[src/rtl/tbl_pkg.sv]
package tbl_pkg;

  typedef enum logic [2:0] {
    OP_RD_LO      = 3'd0,
    OP_RD_HI      = 3'd1,
    OP_WR_LO      = 3'd2,
    OP_WR_HI      = 3'd3,
    OP_PROG_WORD  = 3'd4,
    OP_PROG_ROW   = 3'd5,
    OP_ERASE_PAGE = 3'd6,
    OP_NOP        = 3'd7
  } tbl_op_e;

  typedef enum logic [2:0] {
    S_IDLE,
    S_RD_ISSUE,
    S_RD_CAP,
    S_PG_RD,
    S_PG_WR,
    S_ERASE
  } seq_state_e;

endpackage

[src/rtl/tbl_row_latch.sv]
module tbl_row_latch #(
  parameter int PW    = 24,
  parameter int DW    = 16,
  parameter int DEPTH = 64,
  parameter int IW    = $clog2(DEPTH)
) (
  input  logic          clk,
  input  logic          rst,
  input  logic          wr_en,
  input  logic          wr_hi,
  input  logic          wr_byte,
  input  logic          wr_odd,
  input  logic [IW-1:0] wr_idx,
  input  logic [DW-1:0] wr_data,
  input  logic          clr_en,
  input  logic [IW-1:0] rd_idx,
  output logic [PW-1:0] rd_word
);
  localparam int BW = DW / 2;

  logic [PW-1:0] lat [DEPTH];
  logic [PW-1:0] cur, nxt;

  // merge the incoming half or byte into the current entry
  always_comb begin
    cur = lat[wr_idx];
    nxt = cur;
    if (!wr_hi) begin
      if (!wr_byte)    nxt[DW-1:0]   = wr_data;
      else if (wr_odd) nxt[DW-1:BW]  = wr_data[BW-1:0];
      else             nxt[BW-1:0]   = wr_data[BW-1:0];
    end else if (!(wr_byte && wr_odd)) begin
      nxt[PW-1:DW] = wr_data[PW-DW-1:0];
    end
  end

  always_ff @(posedge clk) begin
    if (rst) begin
      for (int i = 0; i < DEPTH; i++) lat[i] <= '1;
    end else begin
      if (clr_en) lat[rd_idx] <= '1;
      if (wr_en)  lat[wr_idx] <= nxt;
    end
  end

  assign rd_word = lat[rd_idx];

  AST_LATCH_NO_COLLIDE: assert property (@(posedge clk) disable iff (rst)
    !(wr_en && clr_en));

endmodule

[src/rtl/tbl_rd_format.sv]
module tbl_rd_format #(
  parameter int PW = 24,
  parameter int DW = 16
) (
  input  logic [PW-1:0] word,
  input  logic          is_hi,
  input  logic          is_byte,
  input  logic          odd,
  output logic [DW-1:0] data
);
  localparam int BW = DW / 2;

  always_comb begin
    if (!is_hi) begin
      if (!is_byte)  data = word[DW-1:0];
      else if (odd)  data = DW'(word[DW-1:BW]);
      else           data = DW'(word[BW-1:0]);
    end else begin
      if (is_byte && odd) data = '0;
      else                data = DW'(word[PW-1:DW]);
    end
  end

endmodule

[src/rtl/tbl_seq.sv]
module tbl_seq import tbl_pkg::*; #(
  parameter int AW          = 23,
  parameter int PW          = 24,
  parameter int ROW_WORDS   = 64,
  parameter int ERASE_WORDS = 512,
  parameter int IW          = $clog2(ROW_WORDS)
) (
  input  logic          clk,
  input  logic          rst,
  input  logic          start,
  input  tbl_op_e       start_op,
  input  logic [AW-1:0] start_addr,
  input  logic [PW-1:0] mem_rdata,
  input  logic [PW-1:0] lat_word,
  output logic          busy,
  output logic          cap,
  output logic          mem_rd_en,
  output logic          mem_we,
  output logic          mem_cfg,
  output logic [AW-1:0] mem_addr,
  output logic [PW-1:0] mem_wdata,
  output logic [IW-1:0] lat_idx,
  output logic          lat_clr
);
  localparam int CW = $clog2(ERASE_WORDS) + 1;
  localparam logic [AW-1:0] ROW_MASK  = ~AW'(ROW_WORDS - 1);
  localparam logic [AW-1:0] PAGE_MASK = ~AW'(ERASE_WORDS - 1);

  seq_state_e    state;
  logic [AW-1:0] base;
  logic [CW-1:0] cnt, last;
  logic [AW-1:0] cur_addr;

  assign cur_addr  = base + AW'(cnt);
  assign mem_addr  = cur_addr;
  assign mem_cfg   = cur_addr[AW-1];
  assign lat_idx   = cur_addr[IW-1:0];
  assign busy      = (state != S_IDLE);
  assign cap       = (state == S_RD_CAP);
  assign mem_rd_en = (state == S_RD_ISSUE) || (state == S_PG_RD);
  assign mem_we    = (state == S_PG_WR) || (state == S_ERASE);
  assign lat_clr   = (state == S_PG_WR);
  assign mem_wdata = (state == S_ERASE) ? '1 : (mem_rdata & lat_word);

  always_ff @(posedge clk) begin
    if (rst) begin
      state <= S_IDLE;
      base  <= '0;
      cnt   <= '0;
      last  <= '0;
    end else begin
      unique case (state)
        S_IDLE: if (start) begin
          cnt <= '0;
          unique case (start_op)
            OP_RD_LO, OP_RD_HI: begin
              base  <= start_addr;
              state <= S_RD_ISSUE;
            end
            OP_PROG_WORD: begin
              base  <= start_addr;
              last  <= '0;
              state <= S_PG_RD;
            end
            OP_PROG_ROW: begin
              base  <= start_addr & ROW_MASK;
              last  <= CW'(ROW_WORDS - 1);
              state <= S_PG_RD;
            end
            OP_ERASE_PAGE: begin
              base  <= start_addr & PAGE_MASK;
              last  <= CW'(ERASE_WORDS - 1);
              state <= S_ERASE;
            end
            default: state <= S_IDLE;
          endcase
        end
        S_RD_ISSUE: state <= S_RD_CAP;
        S_RD_CAP:   state <= S_IDLE;
        S_PG_RD:    state <= S_PG_WR;
        S_PG_WR: begin
          if (cnt == last) state <= S_IDLE;
          else begin
            cnt   <= cnt + 1'b1;
            state <= S_PG_RD;
          end
        end
        S_ERASE: begin
          if (cnt == last) state <= S_IDLE;
          else cnt <= cnt + 1'b1;
        end
        default: state <= S_IDLE;
      endcase
    end
  end

  AST_START_ONLY_IDLE: assert property (@(posedge clk) disable iff (rst)
    start |-> (state == S_IDLE));
  AST_PROG_ADDR_HOLD: assert property (@(posedge clk) disable iff (rst)
    (state == S_PG_WR) |-> (mem_addr == $past(mem_addr)));
  AST_CAP_AFTER_ISSUE: assert property (@(posedge clk) disable iff (rst)
    (state == S_RD_CAP) |-> $past(mem_rd_en));
  AST_CNT_IN_RANGE: assert property (@(posedge clk) disable iff (rst)
    busy |-> (cnt <= last));

endmodule

[src/rtl/tbl_bridge.sv]
module tbl_bridge import tbl_pkg::*; #(
  parameter int PAGE_W      = 8,
  parameter int EA_W        = 16,
  parameter int DW          = 16,
  parameter int PW          = 24,
  parameter int ROW_WORDS   = 64,
  parameter int ERASE_WORDS = 512
) (
  input  logic                     clk,
  input  logic                     rst,
  input  logic                     req_valid,
  input  logic [2:0]               req_op,
  input  logic                     req_byte,
  input  logic [PAGE_W-1:0]        page_sel,
  input  logic [EA_W-1:0]          eff_addr,
  input  logic [DW-1:0]            wr_data,
  output logic [DW-1:0]            rd_data,
  output logic                     rd_valid,
  output logic                     busy,
  output logic                     err,
  output logic                     mem_rd_en,
  output logic                     mem_we,
  output logic                     mem_cfg,
  output logic [PAGE_W+EA_W-2:0]   mem_addr,
  output logic [PW-1:0]            mem_wdata,
  input  logic [PW-1:0]            mem_rdata
);
  localparam int AW = PAGE_W + EA_W - 1;
  localparam int IW = $clog2(ROW_WORDS);

  tbl_op_e       op;
  logic          accept, start, lat_wr;
  logic [AW-1:0] word_idx;
  logic          fmt_hi, fmt_byte, fmt_odd;
  logic [DW-1:0] fmt_out;
  logic [PW-1:0] lat_word;
  logic [IW-1:0] lat_idx;
  logic          lat_clr, cap;

  assign op       = tbl_op_e'(req_op);
  assign word_idx = {page_sel, eff_addr[EA_W-1:1]};
  assign accept   = req_valid && !busy;
  assign lat_wr   = accept && (op == OP_WR_LO || op == OP_WR_HI);
  assign start    = accept && (op == OP_RD_LO || op == OP_RD_HI ||
                               op == OP_PROG_WORD || op == OP_PROG_ROW ||
                               op == OP_ERASE_PAGE);

  tbl_row_latch #(.PW(PW), .DW(DW), .DEPTH(ROW_WORDS), .IW(IW)) u_latch (
    .clk     (clk),
    .rst     (rst),
    .wr_en   (lat_wr),
    .wr_hi   (op == OP_WR_HI),
    .wr_byte (req_byte),
    .wr_odd  (eff_addr[0]),
    .wr_idx  (eff_addr[IW:1]),
    .wr_data (wr_data),
    .clr_en  (lat_clr),
    .rd_idx  (lat_idx),
    .rd_word (lat_word)
  );

  tbl_seq #(.AW(AW), .PW(PW), .ROW_WORDS(ROW_WORDS),
            .ERASE_WORDS(ERASE_WORDS), .IW(IW)) u_seq (
    .clk        (clk),
    .rst        (rst),
    .start      (start),
    .start_op   (op),
    .start_addr (word_idx),
    .mem_rdata  (mem_rdata),
    .lat_word   (lat_word),
    .busy       (busy),
    .cap        (cap),
    .mem_rd_en  (mem_rd_en),
    .mem_we     (mem_we),
    .mem_cfg    (mem_cfg),
    .mem_addr   (mem_addr),
    .mem_wdata  (mem_wdata),
    .lat_idx    (lat_idx),
    .lat_clr    (lat_clr)
  );

  tbl_rd_format #(.PW(PW), .DW(DW)) u_fmt (
    .word    (mem_rdata),
    .is_hi   (fmt_hi),
    .is_byte (fmt_byte),
    .odd     (fmt_odd),
    .data    (fmt_out)
  );

  always_ff @(posedge clk) begin
    if (rst) begin
      fmt_hi   <= 1'b0;
      fmt_byte <= 1'b0;
      fmt_odd  <= 1'b0;
      rd_data  <= '0;
      rd_valid <= 1'b0;
      err      <= 1'b0;
    end else begin
      err      <= req_valid && busy;
      rd_valid <= cap;
      if (cap) rd_data <= fmt_out;
      if (start) begin
        fmt_hi   <= (op == OP_RD_HI);
        fmt_byte <= req_byte;
        fmt_odd  <= eff_addr[0];
      end
    end
  end

  AST_REJECT_FLAG: assert property (@(posedge clk) disable iff (rst)
    (req_valid && busy) |=> err);
  AST_ERR_NEEDS_BUSY: assert property (@(posedge clk) disable iff (rst)
    err |-> $past(busy));
  AST_RVALID_PULSE: assert property (@(posedge clk) disable iff (rst)
    rd_valid |=> !rd_valid);
  AST_IDLE_NO_WRITE: assert property (@(posedge clk) disable iff (rst)
    !busy |-> !mem_we);

endmodule

[config.mk]
export PLATFORM = sky130hd
export DESIGN_NAME = tbl_bridge
export DESIGN_NICKNAME = d
export VERILOG_FILES = /design/src/rtl/tbl_pkg.sv /design/src/rtl/tbl_row_latch.sv /design/src/rtl/tbl_rd_format.sv /design/src/rtl/tbl_seq.sv /design/src/rtl/tbl_bridge.sv
export SDC_FILE = /design/constraint.sdc
export NUM_CORES = 2
export LEC_CHECK = 0
export ABC_AREA = 1
export BUFFER_PORTS_ARGS = -buffer_cell sky130_fd_sc_hd__buf_2
export CORE_MARGIN = 2
export CORE_UTILIZATION = 55
export CTS_CLUSTER_SIZE = 24
export DETAILED_ROUTE_END_ITERATION = 12
export GPL_ROUTABILITY_DRIVEN = 0
export PLACE_DENSITY_LB_ADDON = 0.2
export SKIP_CTS_REPAIR_TIMING = 1
export SYNTH_ARGS = -nofsm -noshare
export SYNTH_HDL_FRONTEND = slang
export SYNTH_SLANG_ARGS = --single-unit
[constraint.sdc]
create_clock -name clk -period 7.69 [get_ports clk]
set_input_delay 0 -clock clk [delete_from_list [all_inputs] [get_ports clk]]
set_output_delay 0 -clock clk [all_outputs]
set_load 0.005 [all_outputs]
## Word level (Yosys, flattened, before mapping)

Memories as Yosys holds them, arrays and structs flattened.
Cells that the tools add are included.

- Output and inout bits: 69
- Word-level logic and storage cells: 103
- RAM bits: 1536
- Memories kept: 1
- Flip-flop bits (word level): 67

Memory list:

| name | words | width | rd ports | clocked after Yosys merged registers in | write ports | RTL line | text |
|---|---|---|---|---|---|---|---|
| u_latch.lat | 64 | 24 | 1 | 0 | 64 | tbl_row_latch.sv:21 | `logic [PW-1:0] lat [DEPTH];` |

- Add/subtract/negate cells: 2
- Bitwise logic cells: 1
- Mux-type cells: 35
- Reductions and logical operators: 33
- Eq/ne operators: 21

Operators with widths:

| cell | count |
|---|---|
| $mux W24 | 3 |
| $pmux W23 S3 | 1 |
| $mux W16 | 4 |
| $mux W8 | 6 |
| $reduce_or A24 Y1 | 2 |
| $pmux W10 S3 | 1 |
| $and A24 B24 Y24 | 1 |
| $add A23 B10 Y23 | 1 |
| $mux W10 | 2 |
| $pmux W10 S2 | 1 |
| $reduce_and A3 Y1 | 6 |
| $eq A3 B3 Y1 const B | 5 |
| $pmux W3 S5 | 1 |
| $eq A3 B2 Y1 const B | 4 |
| $mux W6 | 2 |
| $add A10 B1 Y10 const B | 1 |
| $eq A10 B10 Y1 | 1 |
| $mux W1 | 9 |
| $mux W3 | 3 |
| $pmux W3 S3 | 1 |
| $reduce_bool A3 Y1 | 3 |
| $ne A2 B2 Y1 const B | 4 |
| $logic_or A1 B1 Y1 | 7 |
| $eq A3 B1 Y1 const B | 2 |
| other kinds (10) | 21 |

## Longest topological paths before layout

- Depth after elaboration: 10
- Depth in mapped cells: 14
- Depth with buffers taken out: 13

## Hierarchy

Synthesis repeated with hierarchy kept, for this count alone.

- Cell total of the unflattened synthesis: 9513
- Area, all modules: 78372.7 µm²

By module, submodules not included:

| module | times used | cells an instance | area each (µm²) |
|---|---|---|---|
| tbl_row_latch | 1 | 8867 | 74391.3 |
| tbl_seq | 1 | 474 | 2869.0 |
| tbl_bridge | 1 | 100 | 764.5 |
| tbl_rd_format | 1 | 72 | 347.8 |

## Worst setup path after synthesis

No wires, ideal clock.

- Path kind: register to register
- Start: register u_seq.cnt[0]
- End: memory u_latch.lat[37][0], enable pin
- Cell stages (with the launch flop): 15
- Library setup time: 329 ps
- Slack: 4884 ps
- Data arrival time: 2477 ps
- Buffers on the path: 1
- Cell sequence: dfxtp_1 > ha_1 > fa_1 > nand2_1 > inv_1 > nor2_1 > inv_1 > nand2_1 > inv_1 > nor2_1 > nand2_1 > nor2_2 > clkbuf_1 > nand3_1 > nand2_1

RTL lines:

| element | RTL line | text |
|---|---|---|
| start: declaration | tbl_seq.sv:31 | `logic [CW-1:0] cnt, last;` |
| start signal: assignment | tbl_seq.sv:84 | `cnt <= cnt + 1'b1;` |
| start signal: assignment | tbl_seq.sv:90 | `else cnt <= cnt + 1'b1;` |
| end: declaration | tbl_row_latch.sv:21 |  |

## Worst setup path after layout

- Start: register u_seq.cnt[0]
- End: output port mem_wdata[14]

- Longest elaborated chain between the ends: 4

Ends and longest elaborated chain:

| element | RTL line | text |
|---|---|---|
| $add A23 B10 Y23 | tbl_seq.sv:34 | `assign cur_addr = base + AW'(cnt);` |
| $mem_v2 Z64 W24 | -- |  |
| $and A24 B24 Y24 | tbl_seq.sv:43 | `assign mem_wdata = (state == S_ERASE) ? '1 : (mem_rdata & lat_word);` |
| $mux W24 | tbl_seq.sv:43 |  |
| end: declaration | tbl_bridge.sv:25 | `output logic [PW-1:0] mem_wdata,` |

Every way passes these cells.

==> flow_summary.json <==
{
  "drive_gt1_share_pct": 6.67,
  "grt_pass1_wl_mm": 372,
  "worstMarginPinSlew_ns": 1.20,
  "synth_top_area_share_pct": 58.3,
  "grt_setup_unrepaired": "no",
  "cts.sinks": 1595,
  "io_buffers": 139,
  "die_w_um": 383,
  "cpMaxStageDelayCell": "ha_4",
  "clock_skew_ns": 0.0257,
  "final_util_pct": 59.6,
  "synth_edf_count": 1536,
  "drt_iter0_drc": 10400,
  "crit_fanout": 228,
  "min_path_type": "input port to register",
  "cts_root_buffer": "clkbuf_16",
  "cts-htree-levels": 4,
  "dieArea_sq_um": 147000,
  "synthCells": 8217,
  "routedWlPerCell_um": 25.5,
  "ys_types": 37,
  "fp.dieH_um": 383,
  "crit_chain": "ha_4 > buf_4 > buf_12 > nand2_1 > nand3_1 > nand3_1 > nand3_1 > nand3_1 > nand3_1 > nand3_1 > nand2_1 > buf_2",
  "syn_area_per_cell_sq_um": 9.63,
  "violations": "hold timing",
  "period_share_pct": 73.9,
  "maxCapViolCount": 0,
  "hold_viol": 2,
  "start_kind": "register",
  "synth_area_leaders": "edfxtp_1 (58%), nand4_1 (12%), nand3_1 (11%)",
  "required_ns": 7.69,
  "grt_max_degree": 229,
  "antenna_left": 0,
  "p_leak_nw": 25.7,
  "finalSetupViolCount": 0,
  "fin_total_pwr_mw": 19.1,
  "yosys_register_bits": 1595,
  "synth.cell_area_sq_um": 79100,
  "initial_core_util_pct": 55.3,
  "grt-ovfl-total": 0,
  "path_class": "register to output pin",
  "outcome": "finished with violations",
  "worst_ep_arrival_time_ns": 5.68,
  "cts_made_buffers": 165,
  "synthToLayoutAreaGrowth_pct": 7.82,
  "final_common_cell": "nand2_1",
  "first_pass_iters": 9,
  "core-area_sq_um": 143000,
  "ir_drop_mv": 0.240,
  "fmax_mhz": 176,
  "drv_slew": 0,
  "first_global_vias": 59800,
  "clk_pin_slew_ns": 0.07,
  "fp-row-count": 139,
  "drc": 0,
  "synth.net_count": 8300,
  "fin_tns_setup_ns": 0,
  "period_minus_slack_ns": 5.68,
  "antenna_found_initial": 6,
  "power_density_nw_per_um2": 224,
  "layout_common_cells": "nand2_1 (1,899), nand3_1 (1,763), nand4_1 (1,542)",
  "layout.nets": 7706,
  "async_flop_share_pct": 0,
  "drt-total-wl_mm": 246,
  "fillCellCount": 11700,
  "clk_latency_ns": 0.81,
  "vias": 65900,
  "hold_slack_ns": -0.0131,
  "ys_seq_area_share_pct": 59.8,
  "end_kind": "output pin",
  "grt.total_usage_pct": 32.6,
  "io-pin-count": 140,
  "clockBufferDepth": 3,
  "dp_hpwl_mm": 130,
  "cts_tree": "yes",
  "via_per_inst": 6.83,
  "crit_path_frequent_cell": "nand3_1",
  "synthFlopType": "edfxtp_1",
  "synth_area_leader_cell": "edfxtp_1",
  "max_stage_delay_ns": 0.79,
  "yosys_warnings": 0,
  "slew_headroom_pct": 20.1
}
power by group:
group | switching (mW) | internal, mW | total (mW)
registers | 0.0199 | 9.50 | 9.52
logic | 1.49 | 0.410 | 1.90
clock network | 3.42 | 4.23 | 7.65
per-stage QoR:
| step | std cells | hold WS, ns | worst slack (ns) | area, sq um |
|---|---|---|---|---|
| floorplan | 8217 | 0.109 | 4.88 | 79100 |
| global placement | 9274 | 0.257 | 3.14 | 79400 |
| detailed placement | 9274 | 0.261 | 3.06 | 79400 |
| CTS | 9570 | -0.596 | 2.20 | 84400 |
| global route | 9655 | 0.0102 | 1.93 | 85300 |
| finish | 9656 | -0.0131 | 2.01 | 85300 |
final timing paths:
kind | from | endpoint | slack, ns | cells past startpoint
worst min-delay path | eff_addr[10] | u_seq.base[9] | -0.01 | 4
worst max-delay path | u_seq.cnt[0] | mem_wdata[14] | 2.01 | 12
worst max register to register | u_seq.cnt[2] | u_latch.lat[63][12] | 2.99 | 12
worst min register to register | rd_data[12] | rd_data[12] | 0.47 | 2
cells by family after synthesis:
kind of cell	after synthesis	share of synthesized area, %
simple gates	5328	33.1
xor+xnor	17	0.188
compound gates	117	0.807
fa+ha+maj	12	0.199
buf+inv	1148	5.88
flops	1595	59.8
registers in the layout, summed over array words and instances, names as in the netlist:
| signal | flops |
|---|---|
| u_seq.state | 3 |
| u_latch.lat | 1536 |
| rd_valid | 1 |
| u_seq.last | 2 |
| u_seq.base | 23 |
| rd_data | 16 |
| u_seq.cnt | 10 |
| fmt_odd | 1 |
| fmt_byte | 1 |
| fmt_hi | 1 |
| err | 1 |
per-layer routing:
| layer | vias to the layer above | track usage, % | share of wire (%) |
|---|---|---|---|
| met2 | 4305 | 48.5 | 45 |
| met4 | 6 | 11.5 | 3.2 |
| met3 | 521 | 7.70 | 13 |
| met5 | - | 0 | 0.016 |
| li1 | 29200 | - | - |
| met1 | 31900 | 47.0 | 39 |
cell type report:
type                       count  area [sq um]  share of cell area (%)
tap                         1903          2380                    2.79
clock inverter                84           606                   0.710
multi-input combinational   5474         27400                    32.1
timing repair buffer         334          2970                    3.49
clock buffer                 212          4400                    5.16
sequential                  1595         47300                    55.5
inverter                      53           226                   0.266
antenna                        1          2.50                 0.00293
synthesized netlist by cell type, types with 11 or more instances:
library cell  instances
nand3_1            1763
a21oi_1              56
nand2_1            1904
edfxtp_1           1536
o21ai_0              40
nor3_1               15
buf_2               258
dfxtp_1              59
nand4_1            1542
xor2_1               11
ha_1                 11
inv_1                47
nor2_1               80
clkbuf_1            785
buf_1                46
critical path, delay by kind of cell, from the launching register on:
family,cells,cell delay (ns)
AND/OR/NAND/NOR,8,1.67
buffers and inverters,3,1.64
adder cells (fa/ha/maj),1,0.79
flip-flops,1,0.39
Note: power is estimated with default switching activity, not from simulation.
